==> config.mk <==
export PLATFORM = sky130hd
export DESIGN_NAME = shreg_top
export DESIGN_NICKNAME = d
export VERILOG_FILES = /design/src/rtl/shreg_pkg.sv /design/src/rtl/shreg_ctrl.sv /design/src/rtl/shreg_data.sv /design/src/rtl/shreg_top.sv
export SDC_FILE = /design/constraint.sdc
export NUM_CORES = 1
export LEC_CHECK = 0
export BUFFER_PORTS_ARGS = -buffer_cell sky130_fd_sc_hd__buf_2
export CORE_AREA = 4 4 41 43
export CTS_CLUSTER_SIZE = 30
export DETAILED_ROUTE_END_ITERATION = 10
export DIE_AREA = 0 0 45 47
export GPL_TIMING_DRIVEN = 0
export HOLD_SLACK_MARGIN = 0.06
export PLACE_DENSITY_LB_ADDON = 0.2
export SLEW_MARGIN = 20
export SYNTH_ARGS = -nofsm -noshare
export SYNTH_HDL_FRONTEND = slang
export SYNTH_HIERARCHICAL = 1
export SYNTH_SLANG_ARGS = --single-unit
==> constraint.sdc <==
create_clock -name clk -period 0.91 [get_ports clk]
set_clock_uncertainty 0.05 [all_clocks]
set_input_delay 0 -clock clk [delete_from_list [all_inputs] [get_ports clk]]
set_output_delay 0 -clock clk [all_outputs]
set_load 0.02 [all_outputs]
==> src/rtl/shreg_pkg.sv <==
package shreg_pkg;

  typedef enum logic [1:0] {
    MODE_HOLD = 2'b00,
    MODE_UP   = 2'b01,
    MODE_DOWN = 2'b10,
    MODE_LOAD = 2'b11
  } shMode_e;

  typedef struct packed {
    logic load;
    logic shDown;
    logic shUp;
  } shCtl_t;

endpackage

==> src/rtl/shreg_ctrl.sv <==
module shreg_ctrl
  import shreg_pkg::*;
(
  input  logic [1:0] mode,
  output shCtl_t     ctl
);

  always_comb begin
    ctl = '0;
    unique case (shMode_e'(mode))
      MODE_LOAD: ctl.load   = 1'b1;
      MODE_DOWN: ctl.shDown = 1'b1;
      MODE_UP:   ctl.shUp   = 1'b1;
      default:   ctl        = '0;
    endcase
  end

endmodule

==> src/rtl/shreg_data.sv <==
module shreg_data
  import shreg_pkg::*;
#(
  parameter int WIDTH = 4
) (
  input  logic             clk,
  input  logic             rstN,
  input  shCtl_t           ctl,
  input  logic [WIDTH-1:0] parIn,
  input  logic             serHiIn,
  input  logic             serLoIn,
  output logic [WIDTH-1:0] q
);

  localparam int TOP = WIDTH - 1;

  logic [WIDTH-1:0] nxt;

  for (genvar i = 0; i < WIDTH; i++) begin : g_bit
    logic fromAbove;
    logic fromBelow;
    if (i == TOP) begin : g_top
      assign fromAbove = serHiIn;
    end else begin : g_mid_hi
      assign fromAbove = q[i+1];
    end
    if (i == 0) begin : g_bot
      assign fromBelow = serLoIn;
    end else begin : g_mid_lo
      assign fromBelow = q[i-1];
    end
    assign nxt[i] = ctl.load   ? parIn[i]  :
                    ctl.shDown ? fromAbove :
                    ctl.shUp   ? fromBelow : q[i];
  end

  always_ff @(posedge clk or negedge rstN) begin
    if (!rstN) q <= '0;
    else       q <= nxt;
  end

  assert_clear_zero_R1: assert property (@(posedge clk) !rstN |-> q == '0);

  assert_hold_R2: assert property (@(posedge clk) disable iff (!rstN)
    (!ctl.load && !ctl.shDown && !ctl.shUp) |=> $stable(q));

  assert_load_R3: assert property (@(posedge clk) disable iff (!rstN)
    ctl.load |=> q == $past(parIn));

  assert_down_R4: assert property (@(posedge clk) disable iff (!rstN)
    ctl.shDown |=> (q[TOP] == $past(serHiIn)) && (q[TOP-1:0] == $past(q[TOP:1])));

  assert_up_R5: assert property (@(posedge clk) disable iff (!rstN)
    ctl.shUp |=> (q[0] == $past(serLoIn)) && (q[TOP:1] == $past(q[TOP-1:0])));

  assert_single_op_R6: assert property (@(posedge clk) disable iff (!rstN)
    $onehot0({ctl.load, ctl.shDown, ctl.shUp}));

endmodule

==> src/rtl/shreg_top.sv <==
module shreg_top
  import shreg_pkg::*;
#(
  parameter int WIDTH = 4
) (
  input  logic             clk,
  input  logic             rstN,
  input  logic [1:0]       mode,
  input  logic [WIDTH-1:0] parIn,
  input  logic             serHiIn,
  input  logic             serLoIn,
  output logic [WIDTH-1:0] parOut
);

  shCtl_t ctl;

  shreg_ctrl u_ctrl (
    .mode (mode),
    .ctl  (ctl)
  );

  shreg_data #(.WIDTH(WIDTH)) u_data (
    .clk     (clk),
    .rstN    (rstN),
    .ctl     (ctl),
    .parIn   (parIn),
    .serHiIn (serHiIn),
    .serLoIn (serLoIn),
    .q       (parOut)
  );

endmodule

==> flow_metrics.tcl <==
set metrics [dict create \
    postRouteWirelength_um 733 \
    power.density_mw_per_mm2 1425 \
    reg2reg_depth 2 \
    max_stage_delay_ps 410 \
    regArea_um2 102.6 \
    place_area_um2 384.1 \
    multiInputGateArea_um2 181.4 \
    place_inst 54 \
    drtAntennaViolNets 0 \
    syn_nets 36 \
    cts_max_level 1 \
    startpoint "u_data/q[1]" \
    drtPass1Iterations 2 \
    largest_register_ffs 4 \
    path_buf_inv 0 \
    criticalPathCategory "reg2reg" \
    grt_max_degree 10 \
    grt_pass1_vias 296 \
    final_cell_area_um2 476.7 \
    rrSetupSlack_ps 50 \
    report.final.slew_viol_count 0 \
    cts_tree "built" \
    crit_path_start_kind "flop" \
    synth_area_um2 292.8 \
    design_power_total_uw 679.4 \
    die_h_um 47 \
    netlist.area_leader.share_pct 34.19 \
    drcViolationCount 0 \
    synth_ff_type "dfrtp_1" \
    cts_buffers 3 \
    io_pins 14 \
    track_usage_pct 8.810 \
    crit-reg2reg-launch "u_data/q[1]" \
    period_needed_ps 863.6 \
    yosys_warnings 6 \
    timing.max_cap.violations 0 \
    required_ps 950 \
    worstPathArrival_ps 910 \
    gp_congestion 0.6853 \
    critical_path.max_fanout 4 \
    layoutNonFillerInstCount 63 \
    outcome "finished, final reports clean" \
    nets 60 \
    post-route-period-util_pct 94.90 \
    port_buffers 13 \
    clkSinkCount 4 \
    clk_path_buf_depth 2 \
    cp_slowest_cell "dfrtp_2" \
    finalHoldViolations 0 \
    setup_viol 0 \
    antenna_cells 0 \
    area_growth_pct 62.82 \
    p_leak_uw 0.0002060 \
    synth_cell_type_count 12 \
    synthTopCellsByCount "dfrtp_1 (4), mux2i_1 (4), nor3b_1 (4)" \
    grt_pass1_wl_um 1255 \
    cts_root_buf "clkbuf_4" \
    cpLargestDelayFamily "flip-flops" \
    vias 275 \
    row_count 13 \
    nFillCells 146 \
    synthTopCellsByArea "dfrtp_1 (34%), mux2i_1 (14%), a221oi_2 (10%)" \
    synth_area_leader_cell "dfrtp_1" \
    cp_cell_sequence "mux2i_1, a211oi_2" \
    post_route_cells_drive_above_1_share_pct 62.50 \
    ir_drop_mv 0.6635 \
    max-slew-margin-rel_pct 81.72 \
    whs_ps 48.75 \
    cts.clk_slew.worst_paths_ps 40 \
    synth_area_per_cell_um2 11.26 \
    antenna_found_initial 0 \
    initial_core_util_pct 22.50 \
    fin_util_pct 36.63 \
    synth_edf_count 0 \
    top_register "u_data/q" \
    min_path_type "in2async" \
    grt_remaining_overflow 0 \
    ys_seq_area_share_pct 34.19 \
    drtIter0Drc 1 \
    rsz0062_at_grt "no" \
    clock_latency_ps 230 \
    async_flop_share_pct 100.0 \
    fp.dieW_um 45 \
    die-area_mm2 0.002115 \
    max_freq_mhz 1158 \
    vias_per_cell 4.365 \
    coreArea_mm2 0.001301 \
    ys_seq_elements 4 \
    wire_per_inst_um 11.63 \
    reg.largest.list "u_data/q: 4 flops" \
    netlist_instances 26 \
    timing.rr.end "u_data/q[2]" \
    critPathCaptureType "flop" \
    worst_pin_slew_ps 273.9 \
]
## final cells by class
type,instances,area share (%)
tap,15,3.937
timing repair buffer,19,26.25
multi-input combinational,18,38.06
inverter,2,1.575
sequential,4,21.52
clock buffer,3,4.724
buffer,2,3.937
## worst reg2reg max path, cell delays in order (launching register included)
cell	delay, ps
dfrtp_2	410
mux2i_1	170
a211oi_2	90
## logic make-up (layout without fill, tap and decap cells)
family / after synthesis / count (layout) / share of synthesized area (%)
AO/OA/AOI/OAI: 4 / 4 / 18.80
AND/OR/NAND/NOR: 10 / 10 / 24.36
flip-flops: 4 / 4 / 34.19
buffers and inverters: 4 / 26 / 8.976
multiplexers: 4 / 4 / 13.68
## stage by stage
stage,setup TNS (ps),setup WS [ps]
global route,0,3.573
CTS,0,8.811
finish,0,46.41
detailed placement,-296.2,-84.75
global placement,-269.4,-75.56
floorplan,-9.799,-9.799
## how the worst max path moves through the flow
stage,to,slack (ps),depth (start not counted)
floorplan,u_data/q[0],-10,2
global placement,u_data/q[2],-80,5
detailed placement,u_data/q[2],-80,5
CTS,u_data/q[1],9,2
global route,u_data/q[0],4,2
finish,u_data/q[2],50,2
## layout by cell type, fill, tap and decap left out
cell type,count
nor3b_2,3
dlygate4sd3_1,6
nor2b_1,3
dfrtp_1,2
mux2i_1,4
and2b_2,1
nor2_2,1
nor3b_1,1
buf_2,13
buf_6,1
dfrtp_2,2
buf_4,1
a221oi_2,2
inv_1,2
a211oi_2,2
clkbuf_4,3
and2_2,1
## where the power goes
group	switching, µW	internal [µW]
logic	115	114
clock network	63.2	147
registers	27.5	212
## metal layers
layer / wire length, µm / track usage (%)
met2: 407 / 13.84
met1: 284 / 9.217
met3: 41 / 2.682
met5: 0 / 0
met4: 0 / 8.772
## what timing repair did
action	in CTS	in global routing
hold endpoints to repair	8	0
hold buffers	7	0
gates resized for setup	0	2
setup buffers	0	0
endpoints found under the setup margin	0	6
Power figures use the tool's default switching activity.
